[src/rtl/oam_cell_gen.sv]
module oam_cell_gen #(
  parameter int STAT_W  = 5,
  parameter int PAY_LEN = 48
) (
  input  logic              clk,
  input  logic              rst_n,
  input  logic              desc_valid,
  output logic              desc_ready,
  input  logic [1:0]        desc_aal_opt,
  input  logic [1:0]        desc_aal_mode,
  input  logic              desc_hdr_mod,
  input  logic              desc_wr_pti,
  input  logic              desc_wr_vci,
  input  logic [2:0]        desc_pti,
  input  logic [15:0]       desc_vci,
  input  logic              desc_bom,
  input  logic              desc_eom,
  input  logic              desc_crc10,
  input  logic              desc_oam_stat,
  input  logic [31:0]       vc_header,
  input  logic [STAT_W-1:0] vc_stat_id,
  input  logic [STAT_W-1:0] oam_stat_id,
  input  logic              buf_valid,
  input  logic [7:0]        buf_data,
  output logic              buf_ready,
  output logic              cell_valid,
  output logic [7:0]        cell_data,
  output logic              cell_sop,
  input  logic              cell_ready,
  output logic              stat_valid,
  output logic [STAT_W-1:0] stat_qid,
  output logic              stat_single,
  output logic              stat_error
);
  localparam int IW = $clog2(PAY_LEN);
  localparam logic [IW-1:0] LAST_IDX  = IW'(PAY_LEN - 1);
  localparam logic [IW-1:0] SPLIT_IDX = IW'(PAY_LEN - 2);
  localparam logic [IW-1:0] HDR_LAST  = IW'(3);
  localparam logic [9:0]    POLY      = 10'h233;

  typedef enum logic [1:0] {S_IDLE, S_HDR, S_PAY, S_STAT} st_t;

  st_t               st;
  logic [IW-1:0]     idx;
  logic [31:0]       hdr_q;
  logic [9:0]        crc_q;
  logic              crc_on, single_q, err_q;
  logic [STAT_W-1:0] qid_q;

  function automatic logic [9:0] crc_step(input logic [9:0] c_in, input logic [7:0] d, input int n);
    logic [9:0] c;
    logic       fb;
    c = c_in;
    for (int i = 0; i < 8; i++) begin
      if (i < n) begin
        fb = c[9] ^ d[7-i];
        c  = {c[8:0], 1'b0};
        if (fb) c = c ^ POLY;
      end
    end
    return c;
  endfunction

  logic [31:0] hdr_w;
  always_comb begin
    hdr_w = vc_header;
    if (desc_hdr_mod && desc_wr_vci) hdr_w[19:4] = desc_vci;
    if (desc_hdr_mod && desc_wr_pti) hdr_w[3:1]  = desc_pti;
  end

  wire accept    = desc_valid && desc_ready;
  wire single_in = (desc_aal_opt == 2'b01);
  wire bad_code  = (desc_aal_mode != 2'b01) || desc_bom || desc_eom || !desc_crc10;

  wire at_split  = (idx == SPLIT_IDX);
  wire at_last   = (idx == LAST_IDX);
  wire [9:0] crc_d = crc_step(crc_q, buf_data, at_split ? 6 : 8);

  logic [7:0] hdr_byte, pay_byte;
  always_comb begin
    case (idx[1:0])
      2'd0:    hdr_byte = hdr_q[31:24];
      2'd1:    hdr_byte = hdr_q[23:16];
      2'd2:    hdr_byte = hdr_q[15:8];
      default: hdr_byte = hdr_q[7:0];
    endcase
    if (crc_on && at_split)     pay_byte = {buf_data[7:2], crc_d[9:8]};
    else if (crc_on && at_last) pay_byte = crc_q[7:0];
    else                        pay_byte = buf_data;
  end

  assign desc_ready  = (st == S_IDLE);
  assign cell_valid  = (st == S_HDR) || (st == S_PAY && buf_valid);
  assign cell_data   = (st == S_HDR) ? hdr_byte : pay_byte;
  assign cell_sop    = (st == S_HDR) && (idx == '0);
  assign buf_ready   = (st == S_PAY) && cell_ready;
  assign stat_valid  = (st == S_STAT);
  assign stat_qid    = qid_q;
  assign stat_single = single_q;
  assign stat_error  = err_q;

  wire fire = cell_valid && cell_ready;

  always_ff @(posedge clk) begin
    if (!rst_n) begin
      st       <= S_IDLE;
      idx      <= '0;
      hdr_q    <= '0;
      crc_q    <= '0;
      crc_on   <= 1'b0;
      single_q <= 1'b0;
      err_q    <= 1'b0;
      qid_q    <= '0;
    end else begin
      case (st)
        S_IDLE: if (accept) begin
          hdr_q    <= hdr_w;
          crc_q    <= '0;
          idx      <= '0;
          crc_on   <= desc_crc10;
          single_q <= single_in;
          err_q    <= single_in ? bad_code : 1'b1;
          qid_q    <= desc_oam_stat ? oam_stat_id : vc_stat_id;
          st       <= single_in ? S_HDR : S_STAT;
        end
        S_HDR: if (fire) begin
          if (idx == HDR_LAST) begin
            idx <= '0;
            st  <= S_PAY;
          end else begin
            idx <= idx + 1'b1;
          end
        end
        S_PAY: if (fire) begin
          crc_q <= crc_d;
          if (at_last) st <= S_STAT;
          else         idx <= idx + 1'b1;
        end
        default: st <= S_IDLE;
      endcase
    end
  end
endmodule


[config.mk]
export PLATFORM = sky130hd
export DESIGN_NAME = oam_cell_gen
export DESIGN_NICKNAME = d
export VERILOG_FILES = /design/src/rtl/oam_cell_gen.sv
export SDC_FILE = /design/constraint.sdc
export NUM_CORES = 1
export LEC_CHECK = 0
export BUFFER_PORTS_ARGS = -buffer_cell sky130_fd_sc_hd__buf_2
export CELL_PAD_IN_SITES_DETAIL_PLACEMENT = 1
export CELL_PAD_IN_SITES_GLOBAL_PLACEMENT = 1
export CORE_ASPECT_RATIO = 0.6
export CORE_MARGIN = 3
export CORE_UTILIZATION = 42
export CTS_BUF_LIST = sky130_fd_sc_hd__clkbuf_8
export DETAILED_ROUTE_END_ITERATION = 8
export PLACE_DENSITY = 0.95
export SYNTH_ARGS = -nofsm -noshare
export SYNTH_HDL_FRONTEND = slang
export SYNTH_SLANG_ARGS = --single-unit
[constraint.sdc]
create_clock -name clk -period 5.26 [get_ports clk]
set_clock_uncertainty 0.15 [all_clocks]
set_input_delay 1.052 -clock clk [delete_from_list [all_inputs] [get_ports clk]]
set_output_delay 1.052 -clock clk [all_outputs]
set_load 0.02 [all_outputs]
## Word-level counts from Yosys, hierarchy flattened

Index checks and enable logic that the tools add are counted.

- Register bits after elaboration: 58
- Input bits: 85
- Word-level logic and storage cells: 113

- Add/subtract/negate cells: 1
- Magnitude comparators: 8
- Equal/unequal tests: 16
- Multiplexer cells: 41
- Bitwise gates (word level): 16
- Reduce and logical (&&, ||, !) cells: 23

Operators by type and width:

| operator | count |
|---|---|
| $mux 10 | 18 |
| $not 5->5 | 8 |
| $mux 6 | 5 |
| $mux 8 | 3 |
| $pmux 8 s3 | 1 |
| $pmux 10 s2 | 1 |
| $pmux 6 s3 | 1 |
| $lt 3x4->1 const A | 4 |
| $mux 16 | 1 |
| $eq 6x6->1 const B | 2 |
| $mux 2 | 6 |
| $reduce_and 5->1 | 2 |
| $logic_and 1x1->1 | 9 |
| $lt 1x4->1 const A | 2 |
| $lt 2x4->1 const A | 2 |
| $ne 2x2->1 const B | 4 |
| $xor 1x1->1 | 8 |
| $add 6x1->6 const B | 1 |
| $eq 2x1->1 const B | 3 |
| $eq 2x2->1 const B | 3 |
| $eq 6x2->1 const B | 1 |
| $logic_not 6->1 | 1 |
| $ne 2x1->1 const B | 3 |
| $pmux 2 s3 | 1 |
| 11 further kinds | 15 |

## Depth between registers and ports, before layout

- Depth after elaboration: 27
- Mapped depth: 10

## Least setup slack after synthesis

Ideal clock, no wire load.

- Path kind: input to output
- Start point: input buf_data[6]
- End point: output cell_data[1]
- Arrival: 2.968 ns
- Path slack: 1.090 ns
- Stages: 7
- Buffers on the path: 0
- Cell sequence: xor2_1 -> xnor3_2 -> xnor3_2 -> xor2_4 -> o2bb2ai_1 -> a221oi_1 -> a21o_1

- Longest elaborated chain between the ends: 23
- Elaborated cells on any way between the ends: 28
- Those cells by class: 16 x mux; 12 x bitwise

RTL lines:

| item | line | source |
|---|---|---|
| start, declared | 24 | `input logic [7:0] buf_data,` |
| $xor 1x1->1 (*) | 56 | `fb = c[9] ^ d[7-i];` |
| $mux 10 (*) | 58 | `if (fb) c = c ^ POLY;` |
| $mux 10 (*) | 55 | `if (i < n) begin` |
| $xor 1x1->1 | 56 |  |
| $mux 10 | 58 |  |
| $mux 10 (*) | 55 |  |
| $xor 1x1->1 | 56 |  |
| $mux 10 | 58 |  |
| [7 not listed] | -- |  |
| $xor 1x1->1 | 56 |  |
| $mux 10 | 58 |  |
| $mux 10 (*) | 55 |  |
| $xor 1x1->1 | 56 |  |
| $mux 10 | 58 |  |
| $mux 10 (*) | 55 |  |
| $mux 8 (*) | 87 | `if (crc_on && at_split) pay_byte = {buf_data[7:2], crc_d[9:8]};` |
| $mux 8 (*) | 94 | `assign cell_data = (st == S_HDR) ? hdr_byte : pay_byte;` |
| end, declared | 27 | `output logic [7:0] cell_data,` |

Mark *: on every way between the ends. The rest lies on a longest branch, timed or not.

## Worst setup path in the final report

Ends and elaborated chain as after synthesis.

==> Flow_metrics.wiki <==
{| class="wikitable"
! Metric !! Value
|-
| Outcome || complete, no violations
|-
| Worst hold path class || flip-flop to flip-flop
|-
| Overall global routing resource usage || 25.4%
|-
| Setup violations, final || 0
|-
| Max-capacitance violation count || 0
|-
| Transition time at the pin with the least slew margin || 0.918 ns
|-
| Net total in the final layout || 598
|-
| Overall die area || 9390 sq um
|-
| I/O pin total || 105
|-
| Remaining Overflow, GRT || 0
|-
| Shortest clock period the worst path allows after layout || 4.61 ns
|-
| Nature of the critical path endpoint || output port
|-
| Cell depth of the worst flop-to-flop path || 9
|-
| Final total negative setup slack || 0 ns
|-
| Prevailing post-synth register cell || sky130_fd_sc_hd__dfxtp_1
|-
| Antenna cells || 0
|-
| CP Capture Point || cell_data[1]
|-
| Portion of the clock cycle consumed by the worst path in the final layout || 87.7%
|-
| Final Max Slew Viols || 0
|-
| Insertion delay of the later-clocked pin in the worst-skew pair || 0.35 ns
|-
| RePlAce Congestion || 0.966
|-
| Post-synthesis cell type count || 43
|-
| Syn Nets || 513
|-
| Cell Area, Placed || 4000 sq um
|-
| Total non-filler cell area in the finished layout || 4180 sq um
|-
| Maximum vdd ir drop || 0.238 mV
|-
| Initial Utilization || 45.3%
|-
| Floorplan core area || 7630 sq um
|-
| Violation count after the first detailed-routing iteration || 354
|-
| Met3 track utilization from global routing || 7.86%
|-
| Synthesized cell area || 3460 sq um
|-
| Hold violation count in the final report || 0
|-
| Share of flip-flops with an asynchronous set or reset || 0%
|-
| Crit Path Class || input port to output port
|-
| Smallest setup slack after layout || 0.648 ns
|-
| Number of gates resized after cts || 0
|-
| Via density || 5.69
|-
| Power Density || 454 nW/um^2
|-
| Vias in the first global route || 3488
|-
| Vertical die dimension || 76.3 um
|-
| Unrepaired setup endpoints after global routing || false
|-
| FF-to-FF Start || st[1]
|-
| Post-CTS setup repair buffer count || 0
|-
| Flop-to-flop setup slack || 1.87 ns
|-
| Post-layout util || 54.9%
|-
| Most frequent cells in the layout || 104 x sky130_fd_sc_hd__buf_2, 82 x sky130_fd_sc_hd__nand2_1, 58 x sky130_fd_sc_hd__dfxtp_1
|-
| # fillers || 968
|-
| Count of TritonRoute iterations in the first routing pass || 5
|-
| Synth Warn # || 0
|-
| Largest buffer count on any clock path || 2
|-
| Beginning of the critical path || buf_data[6]
|-
| GR Util met1 || 34.7%
|-
| Leading cell type in the layout, fill and taps excluded || sky130_fd_sc_hd__buf_2
|-
| Synth Area per Inst || 8.23 sq um
|-
| Timing-limited maximum frequency || 217 MHz
|-
| Kind of launch point of the worst setup path || input port
|-
| CTS tree || done
|-
| H-tree lvl count || 3
|-
| Fraction of final layout cells sized beyond drive strength 1 || 26.5%
|-
| Routed via count || 3494
|-
| TritonCTS Sinks || 58
|-
| Yosys reg bits || 58
|-
| Most used routing layer in global routing || met2
|-
| Number of routed nets with antenna violations || 0
|-
| Post-synthesis cell count || 420
|-
| Relative slew margins || 38.8%
|-
| Worst hold margin || 0.332 ns
|-
| Global-route wire length before repair || 18.7 mm
|-
| Number of buffers created by CTS || 9
|-
| Place WS || 0.699 ns
|-
| Leak || 2.07 nW
|-
| Buffers on Ports || 104
|-
| Required time reported for the critical path endpoint || 4.06 ns
|-
| Final HPWL from detailed placement || 8.91 mm
|-
| Antenna violations before repair || 1
|-
| HP Start || hdr_q[23]
|-
| Number of flops mapped to enable cells by yosys || 0
|-
| Met2 routing resource usage after global routing || 39.0%
|-
| Area added between synthesis and finish || 21.1%
|-
| Clock root buffer || sky130_fd_sc_hd__clkbuf_8
|-
| Average wire per standard cell || 19.6 um
|-
| Portion of the post-synthesis area used by sequential elements || 33.6%
|-
| Crit path max fanout || 3
|-
| Row count || 24
|-
| Critical Path AT || 3.41 ns
|-
| Worst reg2reg endpoint || crc_q[4]
|-
| Clock transition time at the flip-flop clock pins of the worst setup and hold paths || 0.06 ns
|-
| DRC violations left || 0
|-
| Wirelength, routed || 12.0 mm
|-
| Maximum number of pins on one net before global-route repair || 55
|-
| Hold-fix buffer count after cts || 0
|-
| Width of the chip || 123 um
|}
logic make-up after synthesis:
logic type | after synthesis | share of synthesized area, %
adder cells (fa/ha/maj) | 8 | 2.90
buffers and inverters | 39 | 4.24
XOR/XNOR | 33 | 11.4
flip-flops | 58 | 33.6
AO/OA/AOI/OAI | 100 | 22.1
multiplexers | 11 | 3.40
AND/OR/NAND/NOR | 171 | 22.3
sequential cells by signal, indices dropped and copies added (netlist names):
name         cells
hdr_q           32
crc_on           1
stat_qid         5
crc_q           10
idx              6
stat_error       1
st               2
stat_single      1
cell usage after synthesis, types with 3 or more instances:
| cell | number | area share [%] |
|---|---|---|
| sky130_fd_sc_hd__nand2_1 | 82 | 8.9 |
| sky130_fd_sc_hd__dfxtp_1 | 58 | 34 |
| sky130_fd_sc_hd__nand3_1 | 40 | 5.8 |
| sky130_fd_sc_hd__clkbuf_1 | 30 | 3.3 |
| sky130_fd_sc_hd__o211a_1 | 25 | 7.2 |
| sky130_fd_sc_hd__nor2_1 | 21 | 2.3 |
| sky130_fd_sc_hd__a21boi_0 | 20 | 4.3 |
| sky130_fd_sc_hd__o21ai_0 | 18 | 2.6 |
| sky130_fd_sc_hd__xnor2_1 | 16 | 4.1 |
| sky130_fd_sc_hd__a21oi_1 | 13 | 1.9 |
| sky130_fd_sc_hd__xor2_1 | 9 | 2.3 |
| sky130_fd_sc_hd__a222oi_1 | 8 | 2.3 |
| sky130_fd_sc_hd__ha_1 | 8 | 2.9 |
| sky130_fd_sc_hd__inv_1 | 8 | 0.87 |
| sky130_fd_sc_hd__mux2_2 | 6 | 2.0 |
| sky130_fd_sc_hd__and2_1 | 5 | 0.91 |
| sky130_fd_sc_hd__mux2i_1 | 5 | 1.4 |
| sky130_fd_sc_hd__nor2b_1 | 5 | 0.91 |
| sky130_fd_sc_hd__a22oi_1 | 4 | 0.87 |
| sky130_fd_sc_hd__nand4_1 | 4 | 0.72 |
| sky130_fd_sc_hd__o211ai_1 | 4 | 0.87 |
| sky130_fd_sc_hd__or3_1 | 3 | 0.54 |
power by group:
| group | leakage (nW) | internal (W) | switching [W] |
|---|---|---|---|
| Combinational | 1.50 | 0.000350 | 0.000535 |
| Sequential | 0.476 | 0.000529 | 0.0000815 |
| Clock | 0.100 | 0.000213 | 0.000189 |
| Total | 2.07 | 0.00109 | 0.000805 |
worst max-delay path, cell delays in order:
cell and delay, ns:
sky130_fd_sc_hd__buf_2 0.10, sky130_fd_sc_hd__xor2_1 0.27, sky130_fd_sc_hd__xnor3_2 0.51, sky130_fd_sc_hd__xnor3_2 0.48, sky130_fd_sc_hd__xor2_4 0.20, sky130_fd_sc_hd__o2bb2ai_1 0.17, sky130_fd_sc_hd__a221oi_1 0.34, sky130_fd_sc_hd__a21o_1 0.13
sky130_fd_sc_hd__buf_2 0.16
final cells by class:
class,instances,area (sq um),area share (%)
Clock buffer,9,124,2.96
Clock inverter,7,61.3,1.47
Inverter,8,30.0,0.718
Multi-Input combinational cell,323,2150,51.4
Sequential cell,58,1160,27.8
Tap cell,104,130,3.11
Timing Repair Buffer,105,528,12.6
per-layer routing:
metal	vias up	wire, um
met5	-	7
met1	1664	5570
met4	2	171
met2	159	5250
met3	22	1040
li1	1647	-
worst min-delay path by stage:
stage                           end  slack, ns  depth (start not counted)
after global routing      hdr_q[23]       0.37                          2
after floorplan           hdr_q[31]       0.29                          2
after global placement    hdr_q[28]       0.31                          2
after detailed placement  hdr_q[23]       0.32                          2
after CTS                 hdr_q[23]       0.33                          2
final                     hdr_q[23]       0.33                          2
metrics by stage:
stage / std cells / total power [W]
global route: 614 / 0.00200
CTS: 614 / 0.00189
floorplan: 420 / 0.00121
detailed placement: 598 / 0.00148
finish: 614 / 0.00190
global placement: 598 / 0.00143
No activity file was read; power rests on OpenSTA's default activity.
